**src/rtl/hwmon_ctrl.sv**
```systemverilog
module hwmon_ctrl #(
  parameter int DW     = 8,
  parameter int AW     = 8,
  parameter int RST_CYC = 5_000_000
) (
  input  logic          clk,
  input  logic          rst_n,
  input  logic          bus_wr,
  input  logic          bus_rd,
  input  logic [AW-1:0] bus_addr,
  input  logic [DW-1:0] bus_wdata,
  output logic [DW-1:0] bus_rdata,
  input  logic          irq_src_i,
  input  logic          ci_event_i,
  output logic          irq_o,
  output logic          ci_o,
  output logic          rst_pulse_o,
  output logic          adc_en_o,
  output logic [DW-1:0] aout_o,
  output logic          conv_start_o,
  output logic [2:0]    conv_chan_o,
  input  logic          conv_done_i
);
  localparam int NUM_CH = 7;
  localparam int CW     = $clog2(RST_CYC + 1);
  localparam logic [AW-1:0] A_CFG  = AW'(8'h40);
  localparam logic [AW-1:0] A_STAT = AW'(8'h41);
  localparam logic [AW-1:0] A_RCTL = AW'(8'h44);
  localparam logic [AW-1:0] A_TEST = AW'(8'h15);
  localparam logic [AW-1:0] A_AOUT = AW'(8'h19);
  localparam logic [DW-1:0] CFG_RST = DW'(8'h08);

  logic [DW-1:0] cfg_q, rstctl_q, test_q, aout_q;
  logic          stat_q, ci_q;
  logic [CW-1:0] cnt_q;
  logic          busy_q, fresh_q, start_q;
  logic [2:0]    idx_q;

  wire wr_cfg  = bus_wr && bus_addr == A_CFG;
  wire init_w  = wr_cfg && bus_wdata[7];
  wire rd_stat = bus_rd && bus_addr == A_STAT;
  wire trig    = wr_cfg && bus_wdata[4] && !bus_wdata[7] && rstctl_q[7] && cnt_q == '0;
  wire run     = cfg_q[0] && !cfg_q[3] && !test_q[0];

  always_ff @(posedge clk or negedge rst_n) begin
    if (!rst_n) begin
      cfg_q <= CFG_RST; rstctl_q <= '0; test_q <= '0; aout_q <= '0;
      stat_q <= 1'b0; ci_q <= 1'b0;
    end else begin
      if (init_w) begin
        cfg_q <= CFG_RST; rstctl_q <= '0; stat_q <= 1'b0; ci_q <= 1'b0;
      end else begin
        if (wr_cfg) cfg_q <= bus_wdata;
        if (bus_wr && bus_addr == A_RCTL) rstctl_q <= bus_wdata;
        stat_q <= (stat_q && !rd_stat) || irq_src_i;
        ci_q   <= cfg_q[6] ? 1'b0 : (ci_q || ci_event_i);
      end
      if (bus_wr && bus_addr == A_TEST) test_q <= bus_wdata;
      if (bus_wr && bus_addr == A_AOUT) aout_q <= bus_wdata;
    end
  end

  always_ff @(posedge clk or negedge rst_n) begin
    if (!rst_n)           cnt_q <= '0;
    else if (trig)        cnt_q <= CW'(RST_CYC);
    else if (cnt_q != '0) cnt_q <= cnt_q - 1'b1;
  end

  always_ff @(posedge clk or negedge rst_n) begin
    if (!rst_n) begin
      busy_q <= 1'b0; fresh_q <= 1'b1; start_q <= 1'b0; idx_q <= '0;
    end else begin
      start_q <= 1'b0;
      if (!busy_q && run) begin
        start_q <= 1'b1;
        busy_q  <= 1'b1;
        fresh_q <= 1'b0;
        if (fresh_q) idx_q <= '0;
      end else if (busy_q && conv_done_i) begin
        busy_q <= 1'b0;
        if (run) idx_q <= (idx_q == 3'(NUM_CH - 1)) ? '0 : idx_q + 1'b1;
        else     fresh_q <= 1'b1;
      end
    end
  end

  always_comb begin
    case (bus_addr)
      A_CFG:   bus_rdata = cfg_q;
      A_STAT:  bus_rdata = DW'(stat_q);
      A_RCTL:  bus_rdata = rstctl_q;
      A_TEST:  bus_rdata = test_q;
      A_AOUT:  bus_rdata = aout_q;
      default: bus_rdata = '0;
    endcase
  end

  assign irq_o        = stat_q && cfg_q[1] && !cfg_q[3];
  assign ci_o         = ci_q;
  assign rst_pulse_o  = cnt_q != '0;
  assign adc_en_o     = cfg_q[0] && !test_q[0];
  assign aout_o       = test_q[0] ? '0 : aout_q;
  assign conv_start_o = start_q;
  assign conv_chan_o  = idx_q;
endmodule

```
**config.mk**
```make
export PLATFORM = sky130hd
export DESIGN_NAME = hwmon_ctrl
export DESIGN_NICKNAME = d
export VERILOG_FILES = /design/src/rtl/hwmon_ctrl.sv
export SDC_FILE = /design/constraint.sdc
export NUM_CORES = 1
export LEC_CHECK = 0
export BUFFER_PORTS_ARGS = -buffer_cell sky130_fd_sc_hd__buf_2
export CAP_MARGIN = 20
export CORE_MARGIN = 1
export CORE_UTILIZATION = 40
export CTS_CLUSTER_SIZE = 28
export DETAILED_ROUTE_END_ITERATION = 8
export PLACE_DENSITY = 0.55
export RECOVER_POWER = 100
export SLEW_MARGIN = 20
export SYNTH_ARGS = -nofsm -noshare
export SYNTH_HDL_FRONTEND = slang
export SYNTH_SLANG_ARGS = --single-unit
```
**constraint.sdc**
```tcl
create_clock -name clk -period 2.9 [get_ports clk]
set_input_delay 0.145 -clock clk [delete_from_list [all_inputs] [get_ports clk]]
set_output_delay 0.145 -clock clk [all_outputs]
set_load 0.02 [all_outputs]
```
==> results of run 1 <==
sequential cells by signal, indices dropped and copies added (netlist names):
register,cells
conv_start_o,1
rstctl_q,8
aout_q,8
test_q,8
busy_q,1
stat_q,1
cfg_q,8
cnt_q,23
conv_chan_o,3
ci_o,1
fresh_q,1
report_power, final:
part           internal, W  switching, W  total (W)
clock network     0.000347      0.000299   0.000645
logic            0.0000386     0.0000631   0.000102
registers         0.000900     0.0000143   0.000914
total              0.00128      0.000376    0.00166
worst reg2reg max path, cell delays in order, from the launching register on:
cell	delay, ns
sky130_fd_sc_hd__dfrtp_1	0.42
sky130_fd_sc_hd__or4_4	0.56
sky130_fd_sc_hd__or4_4	0.47
sky130_fd_sc_hd__nor2_8	0.20
sky130_fd_sc_hd__inv_4	0.10
sky130_fd_sc_hd__or2_0	0.31
sky130_fd_sc_hd__a21oi_1	0.16
worst paths after layout:
| check | start | endpoint | slack, ns | cells after the start |
|---|---|---|---|---|
| min in group asynchronous | rst_n | conv_chan_o[1] | 0.74 | 2 |
| max | bus_addr[5] | bus_rdata[7] | 0.39 | 7 |
| max reg2reg | cnt_q[17] | cnt_q[14] | 0.62 | 6 |
| min | conv_done_i | busy_q | 0.01 | 2 |
| max in group asynchronous | rst_n | cnt_q[17] | 0.67 | 3 |
| min reg2reg | cfg_q[6] | ci_o | 0.47 | 1 |
logic make-up after synthesis:
family | after synthesis | synth area share
flops | 63 | 0.507
xor+xnor | 15 | 0.0422
buf+inv | 19 | 0.0277
simple gates | 128 | 0.232
mux | 22 | 0.0783
compound gates | 55 | 0.109
fa+ha+maj | 1 | 0.00401
area by class of cell:
class / instances / area, um2 / area share
clock buffers: 13 / 159 / 0.0441
clock inverters: 1 / 5.00 / 0.00139
inverters: 6 / 25.0 / 0.00695
multi-input cells: 221 / 1440 / 0.399
flip-flops and latches: 63 / 1580 / 0.438
well taps: 99 / 124 / 0.0344
repair buffers: 57 / 272 / 0.0754
synthesized netlist by cell type, types with 2 or more instances:
cell type	count	area (um2)
sky130_fd_sc_hd__dfrtp_1	61	1530
sky130_fd_sc_hd__a22oi_1	15	113
sky130_fd_sc_hd__nor3_1	12	60.1
sky130_fd_sc_hd__mux2i_1	3	30.0
sky130_fd_sc_hd__nand2b_1	7	43.8
sky130_fd_sc_hd__and3_1	4	25.0
sky130_fd_sc_hd__or4_4	2	22.5
sky130_fd_sc_hd__a21oi_1	11	55.1
sky130_fd_sc_hd__clkbuf_1	10	37.5
sky130_fd_sc_hd__dfstp_2	2	52.6
sky130_fd_sc_hd__nand3_1	5	25.0
sky130_fd_sc_hd__nor4_1	5	31.3
sky130_fd_sc_hd__or3_1	2	12.5
sky130_fd_sc_hd__xor2_1	6	52.6
sky130_fd_sc_hd__a22o_1	2	17.5
sky130_fd_sc_hd__and2_1	4	25.0
sky130_fd_sc_hd__nor2_1	18	67.6
sky130_fd_sc_hd__nand4_1	6	37.5
sky130_fd_sc_hd__inv_1	5	18.8
sky130_fd_sc_hd__xnor2_1	9	78.8
sky130_fd_sc_hd__nor4b_1	3	26.3
sky130_fd_sc_hd__nor2b_1	14	87.6
sky130_fd_sc_hd__mux2_2	19	214
sky130_fd_sc_hd__nand2_1	35	131
sky130_fd_sc_hd__o21ai_0	21	105
metrics by stage:
stage	utilization	cells	hold slack [ns]
floorplan	-	303	-0.151
global placement	0.470	445	0.221
detailed placement	0.470	445	0.216
CTS	0.494	460	0.000724
global route	0.486	460	0.00844
finish	0.486	460	0.0109
layer usage:
metal  part of all wire  up-vias  GRT usage
met5                  0        -          0
met4              0.011        0     0.0538
met3              0.037        8     0.0488
met2               0.48       44      0.303
met1               0.47     1169      0.248
li1                   -     1194          -
repair_timing:
action | CTS | global route
setup buffers | 0 | 0
hold endpoints to repair | 26 | 0
hold buffers | 1 | 0
==> metrics.md, run 1 <==
| Metric | Value |
|---|---|
| Crit. End Element | output pin |
| Diode insertion count for antenna repair | 0 |
| Ordered list of cells on the worst path | buf_2 > or4b_1 > nor4b_1 > clkbuf_1 > a22oi_1 > o21ai_0 > clkbuf_1 |
| Y dimension of the die | 90.3 um |
| Area of the die | 8150 um2 |
| Most common cell after layout, fill and taps aside | sky130_fd_sc_hd__dfrtp_1 |
| Detailed Routing Iterations Pass 1 | 4 |
| RSZ-0062 raised after global routing | no |
| Number of enable flip-flop cells after synthesis | 0 |
| Leakage power | 1.63 nW |
| Number of storage elements in the synthesis netlist | 63 |
| Gate Count Post-Synth | 303 |
| # IOs | 47 |
| Leftover overflow at the end of global routing | 0 |
| Number of H-tree levels | 3 |
| Vias per cell | 5.25 |
| Area of the mapped netlist | 3120 um2 |
| Outcome | finished with violations |
| Slowest CP cell | sky130_fd_sc_hd__or4b_1 |
| Buffers added on ports | 46 |
| Most instantiated flip-flop cell in the synthesis netlist | sky130_fd_sc_hd__dfrtp_1 |
| Unique cell type count in the Yosys netlist | 47 |
| Post-Place Setup Slack | 0.675 ns |
| Tot Pwr | 0.00166 W |
| Buffer depth of the longest clock path | 2 |
| Count of filler cells inserted in the layout | 736 |
| Proportion of synthesized flip-flops having asynchronous set or reset | 1.00 |
| Worst endpoint required time | 2.76 ns |
| Total track usage | 0.188 |
| Leading cell types in the layout, fill and taps excluded | sky130_fd_sc_hd__dfrtp_1, sky130_fd_sc_hd__nand2_1, sky130_fd_sc_hd__clkbuf_1, sky130_fd_sc_hd__buf_2, sky130_fd_sc_hd__o21ai_0 |
| Final period util | 0.865 |
| Final instance area | 3600 um2 |
| Area grow syn2layout | 15.5% |
| Final count of negative-setup-slack endpoints | 0 |
| Cell type with the highest occurrence count on the critical path | sky130_fd_sc_hd__clkbuf_1 |
| Average wire per cell in the routed design | 15.2 um |
| Remaining antenna violation count after routing | 0 |
| Overall die width | 90.3 um |
| Via count | 2415 |
| Placed wire-length estimate | 5140 um |
| Ratio of cells with drive above 1 in the final layout | 0.188 |
| Average cell area after synthesis | 10.3 um2 |
| Number of violations of the max-capacitance limit | 1 |
| Routability cong. | 0.818 |
| Buf/Inv on CP | 3 |
| Worst-path maximum fanout | 11 |
| Transition at the pin with the smallest max-transition slack | 1.58 ns |
| Clock Skews | 0.00638 ns |
| Net count, final | 382 |
| Sort of element at the start of the critical path | input port |
| Wire length of the first global-routing pass | 12000 um |
| Worst slew margin | -0.0553 |
| Buffer cell driving the clock tree root | sky130_fd_sc_hd__clkbuf_8 |
| Initial drt markers | 81 |
| Area of placed instances | 3480 um2 |
| Clock net sink count | 63 |
| Synthesized Nets | 327 |
| Initial core utilization | 0.421 |
| Core box area | 7410 um2 |
| Max IR drop VDD | 0.000284 V |
| Std-Cell Rows | 31 |
| TritonCTS clock tree | yes |
| Detailed-route DRC error count | 0 |
| Violated checks | max-capacitance violations, max-slew violations |
| Time the worst path needs with I/O delays and setup | 2.51 ns |
| Number of antenna violations at the first check in global routing | 0 |
| Type of the setup path with the least slack | in2out |
| Final WL | 7010 um |
| Longest individual stage delay on the worst path | 0.63 ns |
| Worst min path class | in2reg |
| Via count of the first global-routing pass | 2434 |
| Clock-pin slew reported for the worst setup and hold paths after clock tree synthesis | 0.07 ns |
| Final max-slew violation count | 30 |
| Power density cells | 461 nW/um2 |
| Fmax | 399 MHz |
| Top Family by Delay on Critical Path | simple AND/OR/NAND/NOR gates |
| Part of the Yosys area used for sequential elements | 0.507 |
| Resize count post-CTS | 0 |
| Total of warnings raised by yosys | 0 |
| Number of buffers inserted during clock tree synthesis | 9 |
| Number of failing hold endpoints at the final stage | 0 |
| Worst setup slack after layout | 0.391 ns |
| Largest net degree at the start of global routing | 30 |
| Critical path data arrival time | 2.36 ns |
| Final TNS setup | 0 ns |
| Clk_lat worst skew | 0.33 ns |
No activity file was read; power rests on OpenSTA's default activity.
==> run 2, diff against run 1 <==
--- a/config.mk
+++ b/config.mk
@@ -5,7 +5,7 @@
 export SDC_FILE = /design/constraint.sdc
 export NUM_CORES = 1
 export LEC_CHECK = 0
-export BUFFER_PORTS_ARGS = -buffer_cell sky130_fd_sc_hd__buf_2
+export BUFFER_PORTS_ARGS = -buffer_cell sky130_fd_sc_hd__buf_4
 export CAP_MARGIN = 20
 export CORE_MARGIN = 1
 export CORE_UTILIZATION = 40
==> run 2 against run 1 <==
Effect of this change:
- the run still ends with max-capacitance violations, max-slew violations left
- register-to-register slack about the same
- count of clock-buffer cells in the layout fell by 1
- non-clock buffer count fell by 1
- core utilization up 0.93 points
- sequential cell count did not move
- via count is 1.8% higher
- first-iteration DRC count increased by 38%
- final cell count unchanged
- critical path depth stayed put
- global-route usage increased by 0.43 points
- combinational power is 6% higher
==> metrics.md, run 2 (synthesized netlist as in run 1, its figures left out) <==
| Metric | Value |
|---|---|
| Vias per cell | 5.35 |
| Crit. End Element | output pin |
| Number of failing hold endpoints at the final stage | 0 |
| NetSw | 0.000418 W |
| Final max-slew violation count | 64 |
| Initial drt markers | 112 |
| Worst min path class | in2reg |
| Longest individual stage delay on the worst path | 0.58 ns |
| Number of violations of the max-capacitance limit | 1 |
| Y dimension of the die | 90.3 um |
| Final WL | 7230 um |
| Via count | 2459 |
| Worst endpoint required time | 2.76 ns |
| Power density cells | 491 nW/um2 |
| TritonCTS clock tree | yes |
| Worst-path maximum fanout | 11 |
| Std-Cell Rows | 31 |
| Detailed-route DRC error count | 0 |
| Area of the die | 8150 um2 |
| Max reg flops | 23 |
| Number of placed instances with taps included | 443 |
| Fmax | 409 MHz |
| Part of the power in combinational logic | 0.060 |
| Leakage power | 1.64 nW |
| Net count, final | 381 |
| P_int | 0.00138 W |
| Outcome | finished with violations |
| Switching power as a share of total power | 0.232 |
| Transition at the pin with the smallest max-transition slack | 1.58 ns |
| Utilization of the core after routing | 0.495 |
| # IOs | 47 |
| Ordered list of cells on the worst path | buf_4 > or4b_1 > nor4b_1 > clkbuf_1 > a22oi_1 > o21ai_0 > clkbuf_1 |
| Clock Skews | 0.00648 ns |
| Most common cell after layout, fill and taps aside | sky130_fd_sc_hd__dfrtp_1 |
| Area grow syn2layout | 17.7% |
| Cell type with the highest occurrence count on the critical path | sky130_fd_sc_hd__clkbuf_1 |
| Leading cell types in the layout, fill and taps excluded | sky130_fd_sc_hd__dfrtp_1, sky130_fd_sc_hd__nand2_1, sky130_fd_sc_hd__clkbuf_1, sky130_fd_sc_hd__buf_4, sky130_fd_sc_hd__o21ai_0 |
| Buffers added on ports | 46 |
| Sequential group share of total power | 0.507 |
| Overall die width | 90.3 um |
| Average wire per cell in the routed design | 15.7 um |
| Final TNS setup | 0 ns |
| Clock-pin slew reported for the worst setup and hold paths after clock tree synthesis | 0.07 ns |
| Core box area | 7410 um2 |
| Diode insertion count for antenna repair | 0 |
| Number of H-tree levels | 3 |
| Remaining antenna violation count after routing | 0 |
| Total track usage | 0.192 |
| Sort of element at the start of the critical path | input port |
| Time the worst path needs with I/O delays and setup | 2.44 ns |
| Max IR drop VDD | 0.000206 V |
| Type of the setup path with the least slack | in2out |
| Worst slew margin | -0.0503 |
| Wire length of the first global-routing pass | 12400 um |
| Buffer cell driving the clock tree root | sky130_fd_sc_hd__clkbuf_8 |
| Critical path data arrival time | 2.30 ns |
| Final count of negative-setup-slack endpoints | 0 |
| Initial core utilization | 0.421 |
| Placed wire-length estimate | 5030 um |
| Violated checks | max-capacitance violations, max-slew violations |
| Post-CTS setup repair buffer count | 0 |
| Slowest CP cell | sky130_fd_sc_hd__or4b_1 |
| Number of buffers inserted during clock tree synthesis | 9 |
| Number of antenna violations at the first check in global routing | 0 |
| Clk_lat worst skew | 0.34 ns |
| Final period util | 0.842 |
| Part of the total power dissipated in the clock network | 0.433 |
| Top Family by Delay on Critical Path | simple AND/OR/NAND/NOR gates |
| Via count of the first global-routing pass | 2475 |
| Largest net degree at the start of global routing | 64 |
| Ratio of cells with drive above 1 in the final layout | 0.186 |
| RSZ-0062 raised after global routing | no |
| Buf/Inv on CP | 3 |
| Detailed Routing Iterations Pass 1 | 5 |
| Leftover overflow at the end of global routing | 0 |
| Buffer depth of the longest clock path | 2 |
| Clock net sink count | 63 |
| Post-Layout Cell Count | 460 |
| Top reg by flops | cnt_q |
| Routability cong. | 0.822 |
## run 2: what timing repair did
action | CTS | global route
gates resized for setup | 0 | 0
hold buffers | 2 | 0
endpoints found under the hold margin | 62 | 0
## run 2: path summary, 6_finish.rpt
kind,from,end,slack [ns],cells after the start
min in group asynchronous,rst_n,conv_chan_o[1],0.73,2
setup reg to reg,cnt_q[17],cnt_q[14],0.61,6
hold / removal,bus_wr,rstctl_q[7],0.04,2
setup / recovery,bus_addr[4],bus_rdata[7],0.46,7
hold reg to reg,cfg_q[6],ci_o,0.47,1
max in group asynchronous,rst_n,rstctl_q[0],1.21,2
## run 2: power groups by stage
stage	sequential [W]	clock [W]	combinational, W
2_1_floorplan	0.000926	0	0.0000479
3_3_place_gp	0.000930	0	0.000116
3_5_place_dp	0.000931	0	0.000117
4_1_cts	0.000914	0.000795	0.000119
5_1_grt	0.000916	0.000827	0.000121
6_report	0.000914	0.000780	0.000108
## run 2: area by class of cell
class	count	area [um2]
fill	730	3740
sequential	63	1580
multi-input combinational	221	1420
timing repair buffer	56	322
clock buffer	12	155
tap	99	124
clock inverter	3	42.5
inverter	6	25.0
## run 2: metrics by stage
| step | setup WS, ns | hold WS, ns | total power (W) | cell area, um2 |
|---|---|---|---|---|
| 6_report | 0.457 | 0.0408 | 0.00180 | 3670 |
| 5_1_grt | 0.269 | 0.0616 | 0.00186 | 3670 |
| 4_1_cts | 0.476 | 0.0318 | 0.00183 | 3800 |
| 3_5_place_dp | 0.678 | 0.295 | 0.00105 | 3580 |
| 3_3_place_gp | 0.732 | 0.292 | 0.00105 | 3580 |
| 2_1_floorplan | 0.854 | -0.151 | 0.000974 | 3120 |
## run 2: per-layer routing
metal	up-vias	global-route usage	routed length [um]
met5	-	0	0
met4	0	0.0874	119
met3	8	0.0311	283
met2	53	0.298	3390
met1	1212	0.263	3440
li1	1186	-	-
